### config.mk
export PLATFORM = sky130hd
export DESIGN_NAME = pull_seq
export DESIGN_NICKNAME = d
export VERILOG_FILES = /design/src/rtl/pull_seq_pkg.sv /design/src/rtl/pull_seq_ctrl.sv /design/src/rtl/pull_seq_data.sv /design/src/rtl/pull_seq.sv
export SDC_FILE = /design/constraint.sdc
export NUM_CORES = 1
export LEC_CHECK = 0
export BUFFER_PORTS_ARGS = -buffer_cell sky130_fd_sc_hd__buf_2
export CAP_MARGIN = 20
export CORE_ASPECT_RATIO = 0.6
export CORE_MARGIN = 2
export CORE_UTILIZATION = 55
export CTS_BUF_LIST = sky130_fd_sc_hd__clkbuf_16
export DETAILED_ROUTE_END_ITERATION = 6
export GPL_TIMING_DRIVEN = 0
export PLACE_DENSITY = 0.89
export SETUP_SLACK_MARGIN = 0.5
export SLEW_MARGIN = 0
export SYNTH_ARGS = -nofsm -noshare
export SYNTH_HDL_FRONTEND = slang
export SYNTH_HIERARCHICAL = 1
export SYNTH_SLANG_ARGS = --single-unit
### constraint.sdc
create_clock -name clk -period 2.98 [get_ports clk]
set_input_delay 0.298 -clock clk [delete_from_list [all_inputs] [get_ports clk]]
set_output_delay 0.298 -clock clk [all_outputs]
set_load 0.02 [all_outputs]
### src/rtl/pull_seq_pkg.sv
package pull_seq_pkg;
  localparam int WORD_BITS  = 32;
  localparam int WORD_SEL_W = 4;

  typedef enum logic [1:0] {
    PULL_NONE = 2'd0,
    PULL_DOWN = 2'd1,
    PULL_UP   = 2'd2,
    PULL_RSVD = 2'd3
  } pull_e;

  // strobes from the control half to the storage half
  typedef struct packed {
    logic                  ctrlWr;
    logic                  clkWr;
    logic [WORD_SEL_W-1:0] wordSel;
  } strobe_t;
endpackage

### src/rtl/pull_seq_ctrl.sv
module pull_seq_ctrl
  import pull_seq_pkg::*;
#(
  parameter int NUM_WORDS = 2,
  parameter int ADDR_W = 8,
  parameter logic [ADDR_W-1:0] CTRL_ADDR = 'h94,
  parameter logic [ADDR_W-1:0] CLK_BASE = 'h98,
  parameter int SETUP_CYCLES = 150,
  parameter int HOLD_CYCLES = 150
) (
  input  logic                 clk,
  input  logic                 rstN,
  input  logic                 wrEn,
  input  logic [ADDR_W-1:0]    wrAddr,
  output strobe_t              strobe,
  output logic [NUM_WORDS-1:0] latchWord
);
  localparam int SW = $clog2(SETUP_CYCLES + 1);
  localparam int HW = $clog2(HOLD_CYCLES + 1);

  always_comb begin
    strobe = '0;
    if (wrEn) begin
      if (wrAddr == CTRL_ADDR) strobe.ctrlWr = 1'b1;
      for (int w = 0; w < NUM_WORDS; w++) begin
        if (wrAddr == ADDR_W'(CLK_BASE + ADDR_W'(4 * w))) begin
          strobe.clkWr   = 1'b1;
          strobe.wordSel = WORD_SEL_W'(w);
        end
      end
    end
  end

  // idle cycles since the last control write, saturating
  logic [SW-1:0] setupCnt;
  logic          setupOk;

  always_ff @(posedge clk or negedge rstN) begin
    if (!rstN)                                setupCnt <= '0;
    else if (strobe.ctrlWr)                   setupCnt <= '0;
    else if (setupCnt != SW'(SETUP_CYCLES))   setupCnt <= setupCnt + 1'b1;
  end

  assign setupOk = (setupCnt == SW'(SETUP_CYCLES));

  for (genvar w = 0; w < NUM_WORDS; w++) begin : g_word
    logic [HW-1:0] holdCnt;
    logic          armed;
    logic          wordHit;

    assign wordHit = strobe.clkWr && (strobe.wordSel == WORD_SEL_W'(w));

    always_ff @(posedge clk or negedge rstN) begin
      if (!rstN) begin
        holdCnt <= '0;
        armed   <= 1'b0;
      end else if (wordHit) begin
        holdCnt <= '0;
        armed   <= setupOk;
      end else begin
        if (strobe.ctrlWr) armed <= 1'b0;
        if (holdCnt != HW'(HOLD_CYCLES)) holdCnt <= holdCnt + 1'b1;
      end
    end

    assign latchWord[w] = armed && !wordHit && !strobe.ctrlWr &&
                          (holdCnt == HW'(HOLD_CYCLES - 1));
  end
endmodule

### src/rtl/pull_seq_data.sv
module pull_seq_data
  import pull_seq_pkg::*;
#(
  parameter int NUM_PINS = 54,
  parameter int NUM_WORDS = 2
) (
  input  logic                    clk,
  input  logic                    rstN,
  input  strobe_t                 strobe,
  input  logic [NUM_WORDS-1:0]    latchWord,
  input  logic [WORD_BITS-1:0]    wrData,
  output logic [2*NUM_PINS-1:0]   pullState
);
  logic [1:0] ctrlReg;

  always_ff @(posedge clk or negedge rstN) begin
    if (!rstN)              ctrlReg <= PULL_NONE;
    else if (strobe.ctrlWr) ctrlReg <= wrData[1:0];
  end

  for (genvar p = 0; p < NUM_PINS; p++) begin : g_pin
    localparam int WORD = p / WORD_BITS;
    localparam int BITP = p % WORD_BITS;
    logic       clkBit;
    logic [1:0] pinState;

    always_ff @(posedge clk or negedge rstN) begin
      if (!rstN) begin
        clkBit   <= 1'b0;
        pinState <= PULL_NONE;
      end else begin
        if (strobe.clkWr && strobe.wordSel == WORD_SEL_W'(WORD))
          clkBit <= wrData[BITP];
        if (latchWord[WORD] && clkBit && ctrlReg != PULL_RSVD)
          pinState <= ctrlReg;
      end
    end

    assign pullState[2*p +: 2] = pinState;
  end
endmodule

### src/rtl/pull_seq.sv
module pull_seq
  import pull_seq_pkg::*;
#(
  parameter int NUM_PINS = 54,
  parameter int ADDR_W = 8,
  parameter logic [ADDR_W-1:0] CTRL_ADDR = 'h94,
  parameter logic [ADDR_W-1:0] CLK_BASE = 'h98,
  parameter int SETUP_CYCLES = 150,
  parameter int HOLD_CYCLES = 150
) (
  input  logic                  clk,
  input  logic                  rstN,
  input  logic                  wrEn,
  input  logic [ADDR_W-1:0]     wrAddr,
  input  logic [31:0]           wrData,
  output logic [2*NUM_PINS-1:0] pullState
);
  localparam int NUM_WORDS = (NUM_PINS + WORD_BITS - 1) / WORD_BITS;

  strobe_t              strobe;
  logic [NUM_WORDS-1:0] latchWord;

  pull_seq_ctrl #(
    .NUM_WORDS(NUM_WORDS), .ADDR_W(ADDR_W), .CTRL_ADDR(CTRL_ADDR),
    .CLK_BASE(CLK_BASE), .SETUP_CYCLES(SETUP_CYCLES), .HOLD_CYCLES(HOLD_CYCLES)
  ) u_ctrl (
    .clk(clk), .rstN(rstN), .wrEn(wrEn), .wrAddr(wrAddr),
    .strobe(strobe), .latchWord(latchWord)
  );

  pull_seq_data #(
    .NUM_PINS(NUM_PINS), .NUM_WORDS(NUM_WORDS)
  ) u_data (
    .clk(clk), .rstN(rstN), .strobe(strobe), .latchWord(latchWord),
    .wrData(wrData), .pullState(pullState)
  );
endmodule

Yosys cells after proc, flatten, opt, wreduce, memory -nomap -nowiden
Index checks and enable logic that the tools add are counted.
W data, S select, Z words.
{ "classes": {"addsub": 3, "eq_ne": 11, "mux": 13, "n_reduce_logical": 125} }
{ "ops": {"columns": ["operator", "n"], "rows": [
  ["$logic_and A1 B1 Y1", 116],
  ["$eq A8 B8 Y1 const B", 6],
  ["$mux W8", 6],
  ["$add A8 B1 Y8 const B", 3],
  ["$ne A8 B8 Y1 const B", 3],
  ["$mux W5", 2],
  ["$reduce_bool A2 Y1", 5],
  ["$mux W6", 1],
  ["$eq A4 B1 Y1 const B", 1],
  ["$logic_not A4 Y1", 1],
  ["$mux W1", 4],
  ["$logic_not A1 Y1", 3],
  ["$ne A2 B2 Y1 const B", 1]
]} }
{ "totals": {"regBits": 190, "output_inout_bits": 108, "word_cells": 266} }

Longest topological paths before layout
Gate-level depths: netlist of run 1.
{ "logic_depth": {"word_depth": 12, "depth_mapped": 8, "ltp_nobuf": 7} }

By module
Netlist of run 1, hierarchy kept.
{ "by_module_without_submodules": {"columns": ["mod", "instances", "cells_each", "area_per_inst_um2"], "rows": [
  ["pull_seq_data", 1, 410, 6398.6],
  ["pull_seq_ctrl", 1, 169, 1560.2]
]} }

Worst setup path after synthesis of run 1
Ideal clock, no wire load.
{ "synth_path": {"path_type": "input port to flip-flop", "from": "in wrAddr[0]", "to": "reg u_data.g_pin[32].clkBit", "setup_ps": 125, "arrival_ps": 2200, "t_required_ps": 2855, "slack_ps": 655, "stages": 7, "n_path_buf": 3, "cell_sequence": "nand4bb_1 clkbuf_1 nor3_2 or4b_4 buf_6 buf_6 mux2_4"} }
{ "synth_lines": {"columns": ["element", "line_no", "text"], "rows": [
  ["start: declaration", "pull_seq.sv:14", "input logic [ADDR_W-1:0] wrAddr,"],
  ["end signal: assignment", "pull_seq_data.sv:33", "clkBit <= wrData[BITP];"],
  ["end: declaration", "pull_seq_data.sv:24", "logic clkBit;"]
]} }

==> metrics, run 1 <==
status=finished clean; Util after Layout=0.6935; wire length of the first global-routing pass=30080 um; CTS H-tree depth=4; number of enable flip-flop cells after synthesis=0; type of the worst setup path=in2reg; clock buffer count from CTS=17; Period Utilization, post-route=0.8000; Clock Root Buffer=clkbuf_16; Post-Synthesis Mean Instance Area=13.75 um^2; antenna violations before repair=0; most used cells in the layout excluding fill and tap cells=190 x dfrtp_1, 156 x buf_2, 142 x mux2_2; Post-route DRC=0; post-detailed-route wirelength per cell=19.04 um; Achievable Freq=0.4195 GHz; proportion of total power due to net switching=0.2854; worst hold path depth=2; initial DRC count=282; time the final worst path needs with I/O delays and setup=2384 ps; critical path fanouts, max=10; total area of multi-input combinational cells=3057 um^2; placeable core region=13870 um^2; NumNets Final=803; sequential share of power=0.516; Detail Placement HPWL=13050 um; clock tree from TritonCTS=built; number of primary I/O pins=151; global route total overflow=0; Via-to-Cell Ratio=5.636; First-pass DRT Iterations=5; Tot GR Track Use=0.2462; nature of the critical path endpoint=register; IR drop worst, VDD=0.3974 mV; number of max-slew violations in the final report=0; Worst-Margin Slew=762.6 ps; x dimension of the die=159.3 um; share of synthesized registers carrying an async set or reset=1.000; Max-cap violations=0; reg2reg path depth=7; primary flip-flop cell chosen by synthesis mapping=dfrtp_1; number of sinks handled by clock tree synthesis=190; P&R area growth vs syn=20.88%; post-synthesis sequential area ratio=0.5974; count of antenna diodes in the layout=0; Power Density=597.1 nW/um^2; overall die area=15480 um^2; clock latency at the later pin of the worst-skew pair=420 ps; post-detailed-routing wire length=18220 um; hold_ws=95.83 ps; switching power total=1.640 mW; register bit count reported by yosys=190; Combinational Power Share=0.104; most frequent standard cell in the layout excluding fill and tap cells=dfrtp_1; cell row count=33; post-CTS clock slew at the launch and capture registers of the worst setup and hold paths=70 ps; port buffer count=150; standby leakage power=5.120 nW; Die Y-Extent=97.18 um; number of unique standard cell types used by synthesis=49; number of hold violations in the final report=0; weighted congestion at the end of routability-driven global placement=0.8954; number of global-route vias before repair=5658; arrival time worst endpoint=2680 ps; Initial Util=0.5737; normalized max-slew margin=0.4874; cell area after synthesis=7959 um^2; part of the total power dissipated in the clock network=0.379; Hold WC Path Type=in2reg; final setup violation count=0; total negative slack for setup checks=0 ps; setup repair after global routing missed its margin=no; fraction of layout instances using a drive strength above 1=0.4863; Cell Int Power=4.105 mW; Yosys Warn Count=6; CP startpoint kind=input pin; required time of the worst setup path=3280 ps; total number of vias=5394; cell count after synthesis=579; final antenna-violating net count=0; number of buffers on the longest clock path=2; storage element area=4755 um^2; Filler Cell Count=1012; worst clock skew=9.991 ps; maximum number of pins on one net before global-route repair=137
==> routing by layer <==
metal / wire length [um] / track usage / vias up
met5: 0 / 0 / -
met1: 8404 / 0.3424 / 2779
met4: 176 / 0.06503 / 0
li1: - / - / 2417
met3: 944 / 0.05122 / 14
met2: 8694 / 0.3990 / 184
==> sequential cells by signal, indices dropped and copies added, names as in the netlist <==
name	count
u_ctrl/setupCnt	8
u_data/g_pin.pinState	108
u_data/ctrlReg	2
u_data/g_pin.clkBit	54
u_ctrl/g_word.holdCnt	16
u_ctrl/g_word.armed	2
==> cell type report <==
| type | count | area share |
|---|---|---|
| clock buffer | 17 | 0.04422 |
| timing repair buffer | 152 | 0.08298 |
| multi-input combinational | 353 | 0.3177 |
| sequential | 190 | 0.4942 |
| clock inverter | 15 | 0.01561 |
| inverter | 8 | 0.003121 |
| tap | 192 | 0.02497 |
| buffer | 30 | 0.01717 |
==> timing repair <==
action                     4_1_cts  5_1_grt
hold buffers                     1        0
gates resized for setup          7        9
setup endpoints to repair      100       78
hold endpoints to repair        54        0
setup buffers                    0        0
==> kinds of logic (layout without fill, tap and decap cells) <==
| family | count (synthesis) | in the layout | synth area share |
|---|---|---|---|
| AOI/OAI and AO/OA | 42 | 42 | 0.03129 |
| xor gates and xnor gates | 3 | 3 | 0.003302 |
| adders and majority gates | 8 | 8 | 0.01258 |
| buffers and inverters | 38 | 222 | 0.02327 |
| DFF | 190 | 190 | 0.5974 |
| muxes | 164 | 164 | 0.2415 |
| other | 1 | 3 | 0.0004712 |
| and+or+nand+nor | 133 | 133 | 0.09024 |
==> cell usage after synthesis (2+ instances only) <==
library cell,number,area [um^2]
clkbuf_1,17,63.81
dfrtp_1,190,4755
nand4_1,5,31.28
nand4b_1,2,17.52
mux2_2,142,1599
nand3b_1,2,15.01
buf_4,3,22.52
nor4_2,2,25.02
or3_1,9,56.30
a21oi_1,15,75.07
o32ai_1,2,17.52
o41ai_1,2,17.52
and3b_1,2,17.52
nand3_1,10,50.05
nor3_2,2,20.02
nor2_1,8,30.03
nand2_1,62,232.7
nand4bb_1,3,33.78
ha_1,8,100.1
nor3_1,12,60.06
buf_6,3,33.78
mux2_1,2,22.52
inv_1,8,30.03
a31oi_1,2,12.51
o21ai_0,12,60.06
xor2_1,3,26.28
mux2_4,20,300.3
buf_2,6,30.03
a211oi_1,5,37.54
==> worst paths after layout <==
path	from	to	slack [ps]
worst max-delay path	wrAddr[0]	u_data/g_pin[53].clkBit$_DFFE_PN0P_	600
min in group asynchronous	rstN	u_ctrl/g_word[0].holdCnt[5]$_DFFE_PN0P_	370
worst min register to register	u_data/g_pin[10].pinState[0]$_DFFE_PN0P_	u_data/g_pin[10].pinState[0]$_DFFE_PN0P_	500
worst min-delay path	wrData[25]	u_data/g_pin[25].clkBit$_DFFE_PN0P_	100
worst max register to register	u_ctrl/g_word[0].holdCnt[3]$_DFFE_PN0P_	u_data/g_pin[26].pinState[1]$_DFFE_PN0P_	640
max in group asynchronous	rstN	u_data/g_pin[41].pinState[1]$_DFFE_PN0P_	1620
==> per-stage QoR <==
stage / instance area [um^2] / worst slack [ps] / instances / power (mW)
floorplan: 7966 / 655.3 / 581 / 3.300
global placement: 8957 / -1117 / 923 / 3.468
detailed placement: 8995 / -33.87 / 924 / 3.562
CTS: 9598 / 511.7 / 957 / 5.753
global route: 9620 / 474.8 / 957 / 6.007
finish: 9620 / 596.1 / 957 / 5.745
==> power by group through the flow <==
stage | registers, mW | clock network [mW] | logic (mW)
finish | 2.97 | 2.18 | 0.600
global route | 2.99 | 2.36 | 0.666
CTS | 2.94 | 2.23 | 0.583
detailed placement | 2.99 | 0 | 0.574
global placement | 2.96 | 0 | 0.509
floorplan | 2.93 | 0 | 0.374
==> critical path, stage by stage <==
cell       delay (ps)
buf_2              90
nand4bb_1         200
clkbuf_1          260
nor3_2            640
or4b_4            560
buf_6             150
buf_6             160
mux2_4            310
Power figures use the tool's default switching activity.
==> run 2, diff against run 1 <==
- clock period: 2.98 -> 2.4 ns (I/O delays scaled with it)
==> metrics, run 2 (same netlist as run 1, synthesis figures left out) <==
status=finished clean (unchanged); clock tree from TritonCTS=built (unchanged); maximum number of pins on one net before global-route repair=100 (was 137); Biggest register=u_data/g_pin.pinState (unchanged); Power Density=735.1 nW/um^2 (was 597.1 nW/um^2); count of antenna diodes in the layout=0 (unchanged); final setup violation count=0 (unchanged); number of primary I/O pins=151 (unchanged); setup ws final=187.4 ps (was 596.1 ps); summed area of non-filler cells in the final layout=10430 um^2 (was 9620 um^2); First-pass DRT Iterations=5 (unchanged); post-detailed-routing wire length=19970 um (was 18220 um); port buffer count=150 (unchanged); clock latency at the later pin of the worst-skew pair=410 ps (was 420 ps); final antenna-violating net count=0 (unchanged); Max-cap violations=0 (unchanged); Post-route DRC=0 (unchanged); x dimension of the die=159.3 um (unchanged); required time of the worst setup path=2690 ps (was 3280 ps); post-detailed-route wirelength per cell=20.42 um (was 19.04 um); post-layout power=7.668 mW (was 5.745 mW); Initial Util=0.5737 (unchanged); Detail Placement HPWL=12890 um (was 13050 um); clock buffer count from CTS=17 (unchanged); number of sinks handled by clock tree synthesis=190 (unchanged); cell area after placement=9034 um^2 (was 8995 um^2); CTS H-tree depth=4 (unchanged); arrival time worst endpoint=2510 ps (was 2680 ps); weighted congestion at the end of routability-driven global placement=0.8520 (was 0.8954); Via-to-Cell Ratio=5.628 (was 5.636); Die Y-Extent=97.18 um (unchanged); setup repair after global routing missed its margin=yes (was no); Worst-Margin Slew=774.6 ps (was 762.6 ps); total number of vias=5504 (was 5394); setup slack of the worst register-to-register path=190 ps (was 640 ps); NumNets Final=825 (was 803); number of hold violations in the final report=0 (unchanged); overall die area=15480 um^2 (unchanged); post-CTS clock slew at the launch and capture registers of the worst setup and hold paths=70 ps (about the same); standby leakage power=5.749 nW (was 5.120 nW); initial DRC count=291 (was 282); placeable core region=13870 um^2 (unchanged); total negative slack for setup checks=0 ps (unchanged); fraction of layout instances using a drive strength above 1=0.5636 (was 0.4863); most used cells in the layout excluding fill and tap cells=185 x dfrtp_1, 148 x buf_2, 138 x mux2_2 (was 190 x dfrtp_1, 156 x buf_2, 142 x mux2_2); antenna violations before repair=0 (unchanged); Place WS=-424.0 ps (was -33.87 ps); time the final worst path needs with I/O delays and setup=2213 ps; wire length of the first global-routing pass=32090 um (was 30080 um); Period Utilization, post-route=0.9219; Achievable Freq=0.4520 GHz; Clock Root Buffer=clkbuf_16 (unchanged); Tot GR Track Use=0.2614 (was 0.2462); number of global-route vias before repair=6025 (was 5658); CP startpoint kind=register (was input pin); largest registers=u_data/g_pin.pinState: 108 flops, u_data/g_pin.clkBit: 54 flops, u_ctrl/g_word.holdCnt: 16 flops (unchanged); most frequent standard cell in the layout excluding fill and tap cells=dfrtp_1 (unchanged); P&R area growth vs syn=31.06% (was 20.88%); number of flip-flops in the largest register=108 (unchanged); cell row count=33 (unchanged); critical path fanouts, max=10 (unchanged); worst clock skew=13.52 ps (was 9.991 ps); type of the worst setup path=reg2reg (was in2reg); number of buffers on the longest clock path=2 (unchanged); Hold WC Path Type=in2reg (unchanged); nature of the critical path endpoint=register (unchanged); IR drop worst, VDD=0.5416 mV (was 0.3974 mV); number of max-slew violations in the final report=0 (unchanged); normalized max-slew margin=0.4836 (was 0.4874); global route total overflow=0 (unchanged)
-- run 2: cell count changes in the layout (fill, tap and decap cells not counted), sizes merged --
cell and change:
clkinvlp +2, clkbuf +3, clkinv -4, bufinv +5, inv -4, buf +19
-- run 2: where the power goes --
| part | switching (mW) | internal, mW |
|---|---|---|
| logic | 0.541 | 0.422 |
| registers | 0.254 | 3.40 |
| clock network | 1.20 | 1.85 |
| total | 1.99 | 5.67 |
-- run 2: critical path: stages, from the launching register on --
cell and delay, ps:
dfrtp_1 420, nor4bb_4 360, nand4_1 150, nor3_2 200, a21boi_4 260, buf_6 160, clkbuf_16 160, nand2_1 90
mux2_2 290
-- run 2: per-stage QoR --
step,hold slack (ps),instances,util
2_1_floorplan,-55.59,581,-
3_5_place_dp,330.0,924,0.6512
4_1_cts,47.60,973,0.7343
6_report,57.39,978,0.7519
5_1_grt,45.16,978,0.7519
3_3_place_gp,464.0,923,0.6484
-- run 2: area by class of cell --
type                    instances  area, um^2
plain buffers                  30       305.3
clock buffers                  17       425.4
clock inverters                14       215.2
fillers                       878        3442
inverters                       8       30.03
multi-input cells             353        3390
flip-flops and latches        190        4761
well taps                     192       240.2
repair buffers                174        1065
-- run 2: final timing paths --
check | from | endpoint | depth (start not counted)
max in group asynchronous | rstN | u_data/g_pin[14].clkBit$_DFFE_PN0P_ | 3
hold / removal | wrData[27] | u_data/g_pin[27].clkBit$_DFFE_PN0P_ | 2
hold reg to reg | u_data/g_pin[12].pinState[1]$_DFFE_PN0P_ | u_data/g_pin[12].pinState[1]$_DFFE_PN0P_ | 1
setup / recovery | u_ctrl/g_word[0].holdCnt[5]$_DFFE_PN0P_ | u_data/g_pin[23].pinState[1]$_DFFE_PN0P_ | 8
min in group asynchronous | rstN | u_ctrl/g_word[0].holdCnt[5]$_DFFE_PN0P_ | 2
setup reg to reg | u_ctrl/g_word[0].holdCnt[5]$_DFFE_PN0P_ | u_data/g_pin[23].pinState[1]$_DFFE_PN0P_ | 8
-- run 2: routing by layer --
| layer | vias to the layer above | GRT usage | wire length, um |
|---|---|---|---|
| li1 | 2441 | - | - |
| met1 | 2828 | 0.3563 | 8860 |
| met2 | 202 | 0.4247 | 9696 |
| met3 | 33 | 0.06189 | 1084 |
| met4 | 0 | 0.07203 | 328 |
| met5 | - | 0 | 0 |
-- run 2: what timing repair did --
action | CTS | global route
endpoints found under the hold margin | 98 | 0
gates cloned | 4 | 2
pin swaps | 4 | 2
setup buffers | 13 | 3
gates resized for setup | 85 | 43
hold buffers | 1 | 0
endpoints found under the setup margin | 158 | 129
==> run 3, diff against run 2 <==
- CTS_BUF_LIST: sky130_fd_sc_hd__clkbuf_16 -> sky130_fd_sc_hd__clkbuf_8
==> metrics, run 3 (same netlist as run 1, synthesis figures left out) <==
clock tree from TritonCTS=built (unchanged); number of sinks handled by clock tree synthesis=190 (unchanged); port buffer count=150 (unchanged); final antenna-violating net count=0 (unchanged); met3 Track Usage GR=0.05634 (was 0.06189); Biggest register=u_data/g_pin.pinState (unchanged); number of global-route vias before repair=5889 (was 6025); most frequent standard cell in the layout excluding fill and tap cells=dfrtp_1 (unchanged); time the final worst path needs with I/O delays and setup=2122 ps (was 2213 ps); cell row count=33 (unchanged); antenna violations before repair=0 (unchanged); hold_ws=26.96 ps (was 57.39 ps); post-CTS clock slew at the launch and capture registers of the worst setup and hold paths=100 ps (was 70 ps); most used cells in the layout excluding fill and tap cells=186 x dfrtp_1, 148 x buf_2, 136 x mux2_2 (was 185 x dfrtp_1, 148 x buf_2, 138 x mux2_2); Clock Root Buffer=clkbuf_8 (was clkbuf_16); fraction of layout instances using a drive strength above 1=0.5660 (was 0.5636); clock buffer count from CTS=17 (unchanged); IR drop worst, VDD=0.4254 mV (was 0.5416 mV); Period Utilization, post-route=0.8840 (was 0.9219); x dimension of the die=159.3 um (unchanged); standby leakage power=5.875 nW (was 5.749 nW); post-detailed-routing wire length=19330 um (was 19970 um); Worst-Margin Slew=760.6 ps (was 774.6 ps); final setup violation count=0 (unchanged); count of antenna diodes in the layout=0 (unchanged); arrival time worst endpoint=2450 ps (was 2510 ps); critical path fanouts, max=5 (was 10); routing layer with the top usage in global route=met2 (unchanged); required time of the worst setup path=2730 ps (was 2690 ps); post-detailed-route wirelength per cell=19.72 um (was 20.42 um); met2 capacity usage during global routing=0.4137 (was 0.4247); Filler Cell Count=883 (was 878); number of hold violations in the final report=0 (unchanged); normalized max-slew margin=0.4929 (was 0.4836); number of max-slew violations in the final report=0 (unchanged); master of the slowest instance on the critical path=dfrtp_1 (unchanged); Tot GR Track Use=0.2580 (was 0.2614); P&R area growth vs syn=29.55% (was 31.06%); worst clock skew=15.90 ps (was 13.52 ps); weighted congestion at the end of routability-driven global placement=0.8520 (unchanged); Via-to-Cell Ratio=5.586 (was 5.628); maximum number of pins on one net before global-route repair=100 (unchanged); First-pass DRT Iterations=5 (unchanged); CP max stage delay=420 ps (about the same); Max-cap violations=0 (unchanged); NumNets Final=827 (was 825); Critical Path, Cell by Cell=nor4bb_4 -> nand4_1 -> nor3_2 -> a21boi_4 -> buf_12 -> clkbuf_16 -> nand2_2 -> mux2_2 (was nor4bb_4 -> nand4_1 -> nor3_2 -> a21boi_4 -> buf_6 -> clkbuf_16 -> nand2_1 -> mux2_2); CTS H-tree depth=4 (unchanged); met1 global-route usage=0.3574 (was 0.3563); CP startpoint kind=register (unchanged); overall die area=15480 um^2 (unchanged); number of buffers on the longest clock path=2 (unchanged); Achievable Freq=0.4713 GHz (was 0.4520 GHz); status=finished clean (unchanged); placeable core region=13870 um^2 (unchanged); Die Y-Extent=97.18 um (unchanged); largest registers=u_data/g_pin.pinState: 108 flops, u_data/g_pin.clkBit: 54 flops, u_ctrl/g_word.holdCnt: 16 flops (unchanged); number of flip-flops in the largest register=108 (unchanged); clock latency at the later pin of the worst-skew pair=440 ps (was 410 ps); nature of the critical path endpoint=register (unchanged); total negative slack for setup checks=0 ps (unchanged); wire length of the first global-routing pass=31500 um (was 32090 um); number of primary I/O pins=151 (unchanged); global route total overflow=0 (unchanged); Detail Placement HPWL=12890 um (unchanged); Power Density=672.3 nW/um^2 (was 735.1 nW/um^2); Initial Util=0.5737 (unchanged); type of the worst setup path=reg2reg (unchanged); Hold WC Path Type=in2reg (unchanged); Post-route DRC=0 (unchanged); setup slack of the worst register-to-register path=280 ps (was 190 ps); initial DRC count=324 (was 291); total number of vias=5474 (was 5504); setup repair after global routing missed its margin=yes (unchanged)
[run 3: changes by cell type in the layout (fill, tap and decap cells not counted), sizes merged]
cell and delta:
clkbuf +2
[run 3: area by class of cell]
cell class / count / area, um^2 / share of cell area
well taps: 192 / 240.2 / 0.02330
clock buffers: 17 / 234.0 / 0.02269
multi-input cells: 353 / 3427 / 0.3324
flip-flops and latches: 190 / 4760 / 0.4616
inverters: 8 / 30.03 / 0.002912
clock inverters: 14 / 215.2 / 0.02087
plain buffers: 30 / 292.8 / 0.02839
repair buffers: 176 / 1112 / 0.1079
[run 3: where the power goes]
| part | internal (mW) | switching [mW] | leakage, nW |
|---|---|---|---|
| registers | 3.40 | 0.249 | 2.61 |
| logic | 0.419 | 0.523 | 3.04 |
| clock network | 1.24 | 1.11 | 0.222 |
[run 3: per-stage QoR]
stage	instances	instance area (um^2)	total power [mW]	setup slack, ps	util
6_report	980	10310	6.932	278.3	0.7432
5_1_grt	980	10310	7.251	133.2	0.7432
4_1_cts	973	10160	6.906	281.1	0.7327
3_5_place_dp	924	9034	4.418	-424.0	0.6512
3_3_place_gp	923	8996	4.309	-1651	0.6484
2_1_floorplan	581	8005	4.100	273.1	-
[run 3: path summary, 6_finish.rpt]
kind / startpoint / endpoint / cells after the start
max: u_ctrl/g_word[0].holdCnt[5]$_DFFE_PN0P_ / u_data/g_pin[23].pinState[1]$_DFFE_PN0P_ / 8
min: wrData[28] / u_data/g_pin[28].clkBit$_DFFE_PN0P_ / 2
min in group asynchronous: rstN / u_ctrl/g_word[0].holdCnt[1]$_DFFE_PN0P_ / 2
max in group asynchronous: rstN / u_data/g_pin[14].pinState[1]$_DFFE_PN0P_ / 3
max reg2reg: u_ctrl/g_word[0].holdCnt[5]$_DFFE_PN0P_ / u_data/g_pin[23].pinState[1]$_DFFE_PN0P_ / 8
min reg2reg: u_data/g_pin[10].pinState[1]$_DFFE_PN0P_ / u_data/g_pin[10].pinState[1]$_DFFE_PN0P_ / 1
[run 3: metal layers]
layer / wire length (um) / vias to the layer above
li1: - / 2459
met1: 8789 / 2813
met2: 9198 / 171
met3: 1044 / 31
met4: 292 / 0
met5: 0 / -
[run 3: what timing repair did]
| item | in CTS | in global routing |
|---|---|---|
| gates resized for setup | 122 | 15 |
| gates cloned | 5 | 2 |
| endpoints found under the setup margin | 158 | 118 |
| pin swaps | 3 | 8 |
| setup buffers | 12 | 5 |
| hold buffers | 1 | 0 |
| hold endpoints to repair | 98 | 0 |
[run 3: critical path: cells and delay by family (launching register included)]
| kind | cells | cell delay (ps) |
|---|---|---|
| multiplexers | 1 | 280 |
| AND/OR/NAND/NOR | 4 | 720 |
| AO/OA/AOI/OAI | 1 | 250 |
| buffers and inverters | 2 | 330 |
| flip-flops | 1 | 420 |
